<file path="src/rtl/hirq_pkg.sv">
// Package: shared sizes and source indices for the host interrupt aggregator.
// Assumes the status word layout documented in the block brief.
package hirq_pkg;
    localparam int NSRC     = 6;              // number of interrupt sources
    localparam int NUART    = 2;              // sources that carry a reason code
    localparam int REASON_W = 2;              // width of one reason code
    localparam int EN_W     = NSRC + 1;       // master bit plus one per source
    localparam int STAT_W   = 8 + NUART * REASON_W;

    // Index of each source inside the source vector (status bit = index + 1)
    typedef enum logic [2:0] {
        SRC_UART1 = 3'd0,
        SRC_UART2 = 3'd1,
        SRC_BT    = 3'd2,
        SRC_FW    = 3'd3,
        SRC_TPM   = 3'd4,
        SRC_IO    = 3'd5
    } src_idx_e;

    typedef logic [REASON_W-1:0] reason_t;
endpackage

</file>
<file path="src/rtl/hirq_cfg_reg.sv">
// Module: enable word register.
// Holds the master and per-source enables. It loads the whole word on a
// write strobe and resets to zero.
module hirq_cfg_reg #(
    parameter int W = 7
) (
    input  logic         clk,
    input  logic         rst_n,
    input  logic         wr,
    input  logic [W-1:0] wdata,
    output logic [W-1:0] en_q
);
    // Load the enable word on a write; clear it on reset
    always_ff @(posedge clk) begin
        if (!rst_n)  en_q <= '0;
        else if (wr) en_q <= wdata;
    end
endmodule

</file>
<file path="src/rtl/hirq_src_cell.sv">
// Module: one interrupt source with edge detect and a sticky flag.
// Assumes that evt is synchronous to clk. A rising edge seen while arm is
// high sets the flag. A clear removes the flag unless an accepted edge
// arrives in the same cycle, in which case the set wins. The history
// register resets to 0, so an event that is already high when reset ends
// counts as an edge.
module hirq_src_cell (
    input  logic clk,
    input  logic rst_n,
    input  logic evt,
    input  logic arm,
    input  logic clr,
    output logic flag,
    output logic accept
);
    logic prev_q;

    assign accept = evt && !prev_q && arm;

    // Track the previous event level for edge detection
    always_ff @(posedge clk) begin
        if (!rst_n) prev_q <= 1'b0;
        else        prev_q <= evt;
    end

    // Sticky flag: set on an accepted edge, otherwise clear on request
    always_ff @(posedge clk) begin
        if (!rst_n)      flag <= 1'b0;
        else if (accept) flag <= 1'b1;
        else if (clr)    flag <= 1'b0;
    end

    // an armed rising edge leaves the flag set on the next cycle
    p_set_on_edge_r2: assert property (@(posedge clk) disable iff (!rst_n)
        ($rose(evt) && arm) |=> flag);
    // a flag with no clear request holds its value
    p_hold_r5: assert property (@(posedge clk) disable iff (!rst_n)
        (flag && !clr) |=> flag);
    // a clear with the event low removes the flag
    p_clear_r5: assert property (@(posedge clk) disable iff (!rst_n)
        (clr && !evt) |=> !flag);
    // an unarmed source never raises a clear flag
    p_unarmed_r3: assert property (@(posedge clk) disable iff (!rst_n)
        (!flag && !arm) |=> !flag);
endmodule

</file>
<file path="src/rtl/hirq_reason_cell.sv">
// Module: captures a UART reason code next to that UART's flag.
// Assumes that accept and clr come from the matching source cell. The code
// is captured on every accepted edge and is zeroed by a clear that the set
// does not override, so the field reads zero whenever the flag is clear.
module hirq_reason_cell #(
    parameter int RW = 2
) (
    input  logic          clk,
    input  logic          rst_n,
    input  logic          accept,
    input  logic          clr,
    input  logic [RW-1:0] code,
    input  logic          flag,
    output logic [RW-1:0] reason
);
    // Capture the code on an accepted edge; zero it together with the flag
    always_ff @(posedge clk) begin
        if (!rst_n)      reason <= '0;
        else if (accept) reason <= code;
        else if (clr)    reason <= '0;
    end

    // the reason field is zero whenever its flag is clear
    p_reason_zero_r10: assert property (@(posedge clk) disable iff (!rst_n)
        !flag |-> (reason == '0));
    // an accepted edge records the code that was presented
    p_capture_r9: assert property (@(posedge clk) disable iff (!rst_n)
        accept |=> (reason == $past(code)));
endmodule

</file>
<file path="src/rtl/host_irq_aggregator.sv">
// Module: top of the host cycle interrupt aggregator.
// Combines six sticky source flags into one CPU interrupt, gated by a master
// enable. It also builds the status word {u2 reason, u1 reason, 0, flags,
// summary}. Assumes that all inputs are synchronous to clk.
module host_irq_aggregator
    import hirq_pkg::*;
(
    input  logic              clk,
    input  logic              rst_n,
    input  logic              en_wr,
    input  logic [EN_W-1:0]   en_wdata,
    input  logic              clr_wr,
    input  logic [STAT_W-1:0] clr_mask,
    input  logic              io_evt,
    input  logic              tpm_evt,
    input  logic              fw_evt,
    input  logic              bt_req,
    input  logic              u1_req,
    input  logic [1:0]        u1_code,
    input  logic              u2_req,
    input  logic [1:0]        u2_code,
    output logic [STAT_W-1:0] status,
    output logic              cpu_irq
);
    logic [EN_W-1:0] en_q;
    logic [NSRC-1:0] evt_vec;
    logic [NSRC-1:0] flags;
    logic [NSRC-1:0] accepts;
    logic [NSRC-1:0] clrs;
    reason_t         codes   [NUART];
    reason_t         reasons [NUART];
    logic            any_flag;

    // Order the event inputs by source index
    always_comb begin
        evt_vec           = '0;
        evt_vec[SRC_UART1] = u1_req;
        evt_vec[SRC_UART2] = u2_req;
        evt_vec[SRC_BT]    = bt_req;
        evt_vec[SRC_FW]    = fw_evt;
        evt_vec[SRC_TPM]   = tpm_evt;
        evt_vec[SRC_IO]    = io_evt;
    end

    assign codes[0] = u1_code;
    assign codes[1] = u2_code;

    hirq_cfg_reg #(.W(EN_W)) u_cfg (
        .clk   (clk),
        .rst_n (rst_n),
        .wr    (en_wr),
        .wdata (en_wdata),
        .en_q  (en_q)
    );

    for (genvar k = 0; k < NSRC; k++) begin : g_src
        assign clrs[k] = clr_wr && clr_mask[k+1];
        hirq_src_cell u_cell (
            .clk    (clk),
            .rst_n  (rst_n),
            .evt    (evt_vec[k]),
            .arm    (en_q[k+1]),
            .clr    (clrs[k]),
            .flag   (flags[k]),
            .accept (accepts[k])
        );
    end

    for (genvar u = 0; u < NUART; u++) begin : g_reason
        hirq_reason_cell #(.RW(REASON_W)) u_rsn (
            .clk    (clk),
            .rst_n  (rst_n),
            .accept (accepts[u]),
            .clr    (clrs[u]),
            .code   (codes[u]),
            .flag   (flags[u]),
            .reason (reasons[u])
        );
    end

    // Gate the OR of all flags with the master enable
    always_comb begin
        any_flag = |flags;
        cpu_irq  = en_q[0] && any_flag;
    end

    // Assemble the status word
    always_comb begin
        status        = '0;
        status[0]     = cpu_irq;
        status[NSRC:1] = flags;
        for (int u = 0; u < NUART; u++)
            status[8 + u*REASON_W +: REASON_W] = reasons[u];
    end

    // the master enable off forces the line low
    p_gate_r7: assert property (@(posedge clk) disable iff (!rst_n)
        !en_q[0] |-> !cpu_irq);
    // no flag set means no interrupt
    p_noflag_r7: assert property (@(posedge clk) disable iff (!rst_n)
        (flags == '0) |-> !cpu_irq);
    // the master enable turned on with a flag pending raises the line
    p_late_enable_r8: assert property (@(posedge clk) disable iff (!rst_n)
        ($rose(en_q[0]) && any_flag) |-> cpu_irq);
    // status bit 7 is always zero
    p_gap_r11: assert property (@(posedge clk) disable iff (!rst_n)
        !status[7]);
endmodule

</file>
<file path="config.mk">
export PLATFORM = sky130hd
export DESIGN_NAME = host_irq_aggregator
export DESIGN_NICKNAME = d
export VERILOG_FILES = /design/src/rtl/hirq_pkg.sv /design/src/rtl/hirq_cfg_reg.sv /design/src/rtl/hirq_src_cell.sv /design/src/rtl/hirq_reason_cell.sv /design/src/rtl/host_irq_aggregator.sv
export SDC_FILE = /design/constraint.sdc
export NUM_CORES = 1
export LEC_CHECK = 0
export ABC_CLOCK_PERIOD_IN_PS = 1630
export BUFFER_PORTS_ARGS = -buffer_cell sky130_fd_sc_hd__buf_2
export CAP_MARGIN = 20
export CORE_MARGIN = 4
export CORE_UTILIZATION = 44
export CTS_CLUSTER_DIAMETER = 80
export DETAILED_ROUTE_END_ITERATION = 8
export HOLD_SLACK_MARGIN = 0.15
export PLACE_DENSITY = 0.77
export SYNTH_ARGS = -nofsm -noshare
export SYNTH_HDL_FRONTEND = slang
export SYNTH_HIERARCHICAL = 1
export SYNTH_SLANG_ARGS = --single-unit
</file>
<file path="constraint.sdc">
create_clock -name clk -period 1.63 [get_ports clk]
set_clock_uncertainty 0.05 [all_clocks]
set_input_delay 0.0815 -clock clk [delete_from_list [all_inputs] [get_ports clk]]
set_output_delay 0.0815 -clock clk [all_outputs]
set_load 0.02 [all_outputs]
</file>
==> results of run 1 <==
## sequential cells by signal, indices dropped and copies added, names as in the netlist
register and count:
g_src.u_cell/prev_q 6, u_cfg/en_q 7, g_reason.u_rsn/reason 4, g_src.u_cell/flag 6
## metrics by stage
| step | power [W] | cells |
|---|---|---|
| 2_1_floorplan | 0.000677 | 85 |
| 3_3_place_gp | 0.000729 | 147 |
| 3_5_place_dp | 0.000734 | 147 |
| 4_1_cts | 0.00103 | 175 |
| 5_1_grt | 0.00108 | 175 |
| 6_report | 0.00103 | 175 |
## power groups by stage
stage	combinational (W)	sequential (W)	clock (W)
detailed placement	0.000122	0.000612	0
global placement	0.000118	0.000611	0
CTS	0.000169	0.000600	0.000262
finish	0.000171	0.000600	0.000256
floorplan	0.0000587	0.000619	0
global route	0.000188	0.000603	0.000293
## how the worst max path moves through the flow
stage                endpoint  cells past startpoint                  from
floorplan           status[0]                      3  g_src[1].u_cell/flag
global placement      cpu_irq                      3  g_src[1].u_cell/flag
detailed placement  status[0]                      3  g_src[1].u_cell/flag
CTS                 status[0]                      3  g_src[1].u_cell/flag
global route        status[0]                      3  g_src[1].u_cell/flag
finish                cpu_irq                      3  g_src[1].u_cell/flag
## worst max-delay path: stages, from the launching register on
cell and delay [ns]:
dfxtp_2 0.35, or4_4 0.52, o31a_1 0.28, buf_4 0.17
## cell usage in the layout (no fill, tap or decap), drive strengths merged, types with 2 or more instances in the layout
| cell | count |
|---|---|
| buf | 38 |
| dlygate4sd3 | 24 |
| dfxtp | 23 |
| and2 | 12 |
| nand2 | 8 |
| mux2i | 7 |
| nor2b | 7 |
| nand4b | 6 |
| nand3b | 6 |
| and4bb | 4 |
| a31o | 4 |
| clkbuf | 4 |
| nor2 | 2 |
## final cells by class
class	count	area share, %
clock buffer	4	1.89
multi-input combinational	59	31.2
sequential	23	33.3
tap	27	2.43
timing repair buffer	62	31.2
## routing by layer
metal / wire, um / vias to the layer above
li1: - / 423
met1: 978 / 361
met2: 1260 / 24
met3: 138 / 4
met4: 32 / 0
met5: 0 / -
## what timing repair did
item / in CTS / in global routing
hold buffers: 24 / 0
resized for setup: 3 / 0
setup buffers: 0 / 0
endpoints found under the setup margin: 2 / 2
pin swaps: 0 / 0
hold endpoints to repair: 23 / 0
==> flow_summary.ini, run 1 <==
[outcome]
status = finished with violations
violations = negative setup slack

[timing]
holdWs_ns = 0.150
slew_violations = 0
setup_viol = 2
worst_slack_ns = -0.127
hold_viol = 0
rsz0062_at_grt = yes
fmax_mhz = 569
finalWorstPathRequiredPeriod_ns = 1.76
tns_ns = -0.254
finalCritPeriodShare_pct = 108

[finish]
final_area_um2 = 1390
diodes = 0
drive_gt1_share_pct = 29.1
multi_input_area_um2 = 433
finalNetCount = 182
seq_area_um2 = 462
post-route-util_pct = 70.7
fill_cells = 163
syn_to_final_growth_pct = 51.5

[setup_path]
critPathLaunchType = flip-flop
worstReg2RegEnd = g_reason[1].u_rsn/reason[1]
crit_arrival_ns = 1.63
reg2regPathDepth = 4
rr_startpoint = u_cfg/en_q[2]
endpoint_kind = output port
crit_required_ns = 1.50
crit_fanout = 3
worst-r2r-setup-slack_ns = 0.46
critical_path_class = flip-flop to output port

[power]
ir_drop_mv = 0.416
switching_share_pct = 23.6
leakage_nw = 0.669
power_density_nw_per_um2 = 740
clkPwrFrac_pct = 24.9
p_switching_w = 0.000242
pwr-share-comb_pct = 16.7
p_int_w = 0.000785
seqPwrFrac_pct = 58.4

[min_path]
hold_path.class = input port to flip-flop
hold_path_end = u_cfg/en_q[2]
hold_path_depth = 3
hold_path_startpoint = en_wr

[placed_design]
post-place-ws_ns = 0.243
place.gp.congestion = 0.668
dp_hpwl_mm = 1.43
io_buffers = 38
postPlaceCellArea_um2 = 1110

[detailed_routing]
wire_per_inst_um = 13.7
routed_wl_mm = 2.41
vias = 812
drt_pass1_iterations = 4
detail_route.iter0.violations = 5
drt.antenna.violating_nets = 0
drc_errors = 0
via_per_inst = 4.64

[synthesis]
syn_avg_cell_area_um2 = 10.8
syn_area_um2 = 916
synthCells = 85
synth.net_count = 118
yosys_warnings = 6

[cts]
cts_sinks = 23
cts_tree = yes
clk_pin_slew_ns = 0.12
numCtsBuffers = 3
cts_max_level = 1
clock_latency_ns = 0.31
root_buffer = clkbuf_4
cts_buffer_depth = 2

[global_route]
grt_util_all_layers_pct = 18.8
grt_pass1_vias = 847
met3_usage_pct = 4.16
grt_pass1_wl_mm = 3.81
met2_usage_pct = 33.3
antenna_found_initial = 0
grt-busiest-layer = met2
globalRouteMet1Util_pct = 21.3
grt_max_degree = 34
gr-total-overflow = 0

[floorplan]
die_y_um = 53.6
rows = 16
pin_count = 46
dieArea_um2 = 2880
coreArea_um2 = 1960
die_w_um = 53.6
start_util_pct = 46.7

[job]
cap_viol_max_count = 0
Note: power is estimated with default switching activity, not from simulation.
==> inputs of run 2 (changes only) <==
--- a/config.mk
+++ b/config.mk
@@ -8,12 +8,13 @@
 export ABC_CLOCK_PERIOD_IN_PS = 1630
 export BUFFER_PORTS_ARGS = -buffer_cell sky130_fd_sc_hd__buf_2
 export CAP_MARGIN = 20
+export CORE_ASPECT_RATIO = 1.75
 export CORE_MARGIN = 4
-export CORE_UTILIZATION = 44
+export CORE_UTILIZATION = 40
 export CTS_CLUSTER_DIAMETER = 80
 export DETAILED_ROUTE_END_ITERATION = 8
 export HOLD_SLACK_MARGIN = 0.15
-export PLACE_DENSITY = 0.77
+export PLACE_DENSITY = 0.71
 export SYNTH_ARGS = -nofsm -noshare
 export SYNTH_HDL_FRONTEND = slang
 export SYNTH_HIERARCHICAL = 1
==> run 2 against run 1 <==
Compared with the run above: register-to-register slack about the same; the run still ends with negative setup slack left; final area decreased by 0.54%; clock-buffer cell count decreased by 1; critical path depth unchanged; fmax increased by 2.0%; largest power group unchanged; power decreased by 1.3%; first-iteration DRC count increased by 40%; final cell count decreased by 1.7%; core utilization decreased by 6.4 points; global-route usage decreased by 3.5 points; via count decreased by 0.62%.
==> flow_summary.ini, run 2 (synthesis gave the netlist of run 1 again) <==
[setup_path]
worst-r2r-setup-slack_ns = 0.46
crit_fanout = 2
endpoint_kind = output port
crit_arrival_ns = 1.59
critical_path_class = flip-flop to output port
critPathLaunchType = flip-flop
crit_required_ns = 1.50

[timing]
fmax_mhz = 581
finalWorstPathRequiredPeriod_ns = 1.72
setup_viol = 2
slew_violations = 0
finalCritPeriodShare_pct = 106
holdWs_ns = 0.161
worst_slack_ns = -0.0922
hold_viol = 0
rsz0062_at_grt = yes

[detailed_routing]
drt.antenna.violating_nets = 0
drc_errors = 0
vias = 807
drt_pass1_iterations = 3
wire_per_inst_um = 13.0
routed_wl_mm = 2.23
via_per_inst = 4.69
detail_route.iter0.violations = 7

[cts]
clk_pin_slew_ns = 0.11
cts_tree = yes
cts_buffer_depth = 2
root_buffer = clkbuf_4
cts_max_level = 1
clock_latency_ns = 0.30
cts_sinks = 23
numCtsBuffers = 3

[finish]
mostFrequentLayoutCell = buf_2
fill_cells = 199
seq_area_um2 = 463
drive_gt1_share_pct = 30.4
multi_input_area_um2 = 429
syn_to_final_growth_pct = 50.7
largest_reg_flops = 7
final_cell_mix = buf_2, dlygate4sd3_1, dfxtp_1
diodes = 0
top_regs = u_cfg/en_q: 7 flops, g_src.u_cell/flag: 6 flops, g_src.u_cell/prev_q: 6 flops
top_register = u_cfg/en_q
finalNetCount = 182

[floorplan]
die_y_um = 71.3
rows = 22
pin_count = 46
coreArea_um2 = 2150
die_w_um = 44.2
start_util_pct = 42.7
dieArea_um2 = 3150

[min_path]
hold_path.class = input port to flip-flop

[global_route]
antenna_found_initial = 0
grt_max_degree = 34
gr-total-overflow = 0
grt_util_all_layers_pct = 15.3
grt_pass1_wl_mm = 3.63
grt_pass1_vias = 866

[job]
cap_viol_max_count = 0

[power]
ir_drop_mv = 0.537
power_density_nw_per_um2 = 735
p_total_w = 0.00101
leakage_nw = 0.673

[outcome]
violations = negative setup slack
status = finished with violations

[placed_design]
place.gp.congestion = 0.698
post-place-ws_ns = 0.232
io_buffers = 38
run 2: worst paths after layout:
| check | from | to | depth (start not counted) |
|---|---|---|---|
| worst max-delay path | g_src[1].u_cell/flag | cpu_irq | 3 |
| worst min-delay path | clr_wr | g_src[5].u_cell/flag | 4 |
| worst max register to register | u_cfg/en_q[2] | g_reason[1].u_rsn/reason[1] | 4 |
| worst min register to register | u_cfg/en_q[6] | g_src[5].u_cell/flag | 2 |
run 2: repair_timing:
item,CTS,global route
buffers inserted,1,0
hold endpoints to repair,23,0
gates resized for setup,2,1
setup endpoints to repair,2,2
hold buffers,23,0
run 2: area by class of cell:
type / count / share of cell area [%]
Multi-Input combinational cell: 59 / 31.1
Tap cell: 24 / 2.18
Timing Repair Buffer: 62 / 31.2
Clock buffer: 3 / 1.63
Sequential cell: 23 / 33.5
Clock inverter: 1 / 0.363
run 2: metrics by stage:
stage / cell area [um2] / instances / setup TNS, ns / utilization [%]
6_report: 1380 / 172 / -0.183 / 64.3
5_1_grt: 1380 / 172 / -0.274 / 64.3
2_1_floorplan: 916 / 85 / 0 / -
3_3_place_gp: 1110 / 144 / 0 / 51.7
4_1_cts: 1380 / 172 / -0.246 / 64.2
3_5_place_dp: 1110 / 144 / 0 / 51.7
run 2: routing by layer:
layer	global-route usage (%)	part of all wire, %	up-vias	wire length (um)
li1	-	-	422	-
met1	15.4	38	365	852
met2	29.5	57	18	1280
met3	1.51	3.6	2	81
met4	7.05	0.72	0	16
met5	0	0	-	0
run 2: power by group:
| group | internal (W) | switching (W) | leakage, nW |
|---|---|---|---|
| clock | 0.0000914 | 0.000157 | 0.0177 |
| combinational | 0.0000988 | 0.0000672 | 0.466 |
| sequential | 0.000588 | 0.0000120 | 0.190 |
| total | 0.000778 | 0.000236 | 0.673 |
run 2: worst max-delay path: stages, from the launching register on:
cell and delay [ns]:
dfxtp_2 0.33, or4_1 0.52, o31a_1 0.27, buf_2 0.17
==> inputs of run 3 (changes only) <==
--- a/config.mk
+++ b/config.mk
@@ -15,6 +15,7 @@
 export DETAILED_ROUTE_END_ITERATION = 8
 export HOLD_SLACK_MARGIN = 0.15
 export PLACE_DENSITY = 0.71
+export REMOVE_ABC_BUFFERS = 1
 export SYNTH_ARGS = -nofsm -noshare
 export SYNTH_HDL_FRONTEND = slang
 export SYNTH_HIERARCHICAL = 1
==> run 3 against run 2 <==
Compared with the run above: worst hold slack worse by 0.0023 ns; non-clock buffer count is 6 higher; final area is 4.4% higher; via count is 6.9% higher; critical endpoint is now status[0]; largest cell class is now buffers; the run still ends with negative setup slack left.
==> flow_summary.ini, run 3 (synthesis gave the netlist of run 1 again) <==
[finish]
fill_cells = 184
diodes = 0
top_regs = u_cfg/en_q: 7 flops, g_src.u_cell/flag: 6 flops, g_src.u_cell/prev_q: 6 flops
syn_to_final_growth_pct = 57.2
top_register = u_cfg/en_q
final_area_um2 = 1440
final_cell_mix = buf_2, dlygate4sd3_1, dfxtp_1
mostFrequentLayoutCell = buf_2
drive_gt1_share_pct = 29.9
post-route-util_pct = 67.1
largest_reg_flops = 7
finalNetCount = 188

[floorplan]
pin_count = 46
coreArea_um2 = 2150
rows = 22
die_y_um = 71.3
die_w_um = 44.2
start_util_pct = 42.7
dieArea_um2 = 3150

[detailed_routing]
drt.antenna.violating_nets = 0
met2_length_mm = 1.16
routed.top_layer = met4
via_per_inst = 4.85
detail_route.iter0.violations = 18
drc_errors = 0
drt_pass1_iterations = 4
wl_met3_um = 103
met1Wirelength_um = 880
routed_wl_mm = 2.18
wire_per_inst_um = 12.2
vias = 863

[power]
power_density_nw_per_um2 = 718
ir_drop_mv = 0.488
leakage_nw = 0.696

[setup_path]
cp_slowest_cell = or4_4
crit_fanout = 2
crit_buf_inv = 1
path_cells = or4_4, o31a_1, buf_2
crit_required_ns = 1.50
crit_arrival_ns = 1.59
endpoint_kind = output port
max_stage_delay_ns = 0.53
critical_path_class = flip-flop to output port
critPathLaunchType = flip-flop
critPathTopFamily = simple AND/OR/NAND/NOR gates

[global_route]
grt_pass1_wl_mm = 3.67
antenna_found_initial = 0
gr-total-overflow = 0
grt_pass1_vias = 869
grt_util_all_layers_pct = 15.4
grt_max_degree = 34

[cts]
cts_buffer_depth = 2
cts_tree = yes
cts_max_level = 1
clk_pin_slew_ns = 0.12
numCtsBuffers = 3
clock_latency_ns = 0.30
cts_sinks = 23
root_buffer = clkbuf_4

[min_path]
hold_path.class = input port to flip-flop

[outcome]
status = finished with violations
violations = negative setup slack

[job]
cap_viol_max_count = 0

[timing]
worst_slack_ns = -0.0885
holdWs_ns = 0.159
finalCritPeriodShare_pct = 105
rsz0062_at_grt = yes
fmax_mhz = 582
slew_violations = 0
hold_viol = 0
finalWorstPathRequiredPeriod_ns = 1.72
setup_viol = 2

[placed_design]
postPlaceCellArea_um2 = 1110
io_buffers = 38
dp_hpwl_mm = 1.42
post-place-ws_ns = 0.244
place.gp.congestion = 0.669
run 3: changes by cell type in the layout (fill, tap and decap cells not counted):
| cell | previous run | this run |
|---|---|---|
| dlygate4sd3_1 | 23 | 28 |
| clkbuf_1 | 0 | 1 |
| buf_4 | 2 | 3 |
| or4_4 | 0 | 1 |
| or4_1 | 1 | 0 |
| clkinv_2 | 1 | 0 |
run 3: worst paths after layout:
check | startpoint | endpoint | slack [ns] | cells past startpoint
hold reg to reg | u_cfg/en_q[4] | g_src[3].u_cell/flag | 0.44 | 2
hold / removal | clr_wr | g_src[3].u_cell/flag | 0.16 | 4
setup reg to reg | u_cfg/en_q[2] | u_cfg/en_q[2] | 0.40 | 3
setup / recovery | g_src[1].u_cell/flag | status[0] | -0.09 | 3
run 3: per-stage QoR:
step / std cells / TNS, ns / power, W
after global routing: 178 / -0.311 / 0.00110
after floorplan: 82 / 0 / 0.000669
final: 178 / -0.176 / 0.00103
after CTS: 177 / -0.200 / 0.00105
after global placement: 144 / 0 / 0.000729
after detailed placement: 144 / 0 / 0.000734
run 3: what timing repair did:
action / 4_1_cts / 5_1_grt
endpoints found under the hold margin: 23 / 0
setup endpoints to repair: 2 / 2
gates resized for setup: 3 / 1
pin swaps: 0 / 0
setup buffers: 1 / 1
hold buffers: 28 / 0
cloned: 0 / 0
run 3: where the power goes:
| group | switching (W) | internal, W |
|---|---|---|
| Combinational | 0.0000689 | 0.000112 |
| Sequential | 0.0000125 | 0.000588 |
| Clock | 0.000157 | 0.0000954 |
| Total | 0.000238 | 0.000795 |
run 3: worst reg2reg max path, stage by stage (launching register included):
cell,delay (ns)
dfxtp_1,0.34
mux2i_1,0.13
dlygate4sd3_1,0.58
nor2b_1,0.05
run 3: per-layer routing:
layer,up-vias,track usage [%]
li1,435,-
met1,396,16.9
met2,28,26.9
met3,4,2.01
met4,0,9.06
met5,-,0
run 3: cell type report:
class	count	area (um2)	area share [%]
clock buffer	4	26.3	1.82
multi-input combinational	59	433	30.1
sequential	23	463	32.1
tap	24	30.0	2.09
timing repair buffer	68	488	33.9
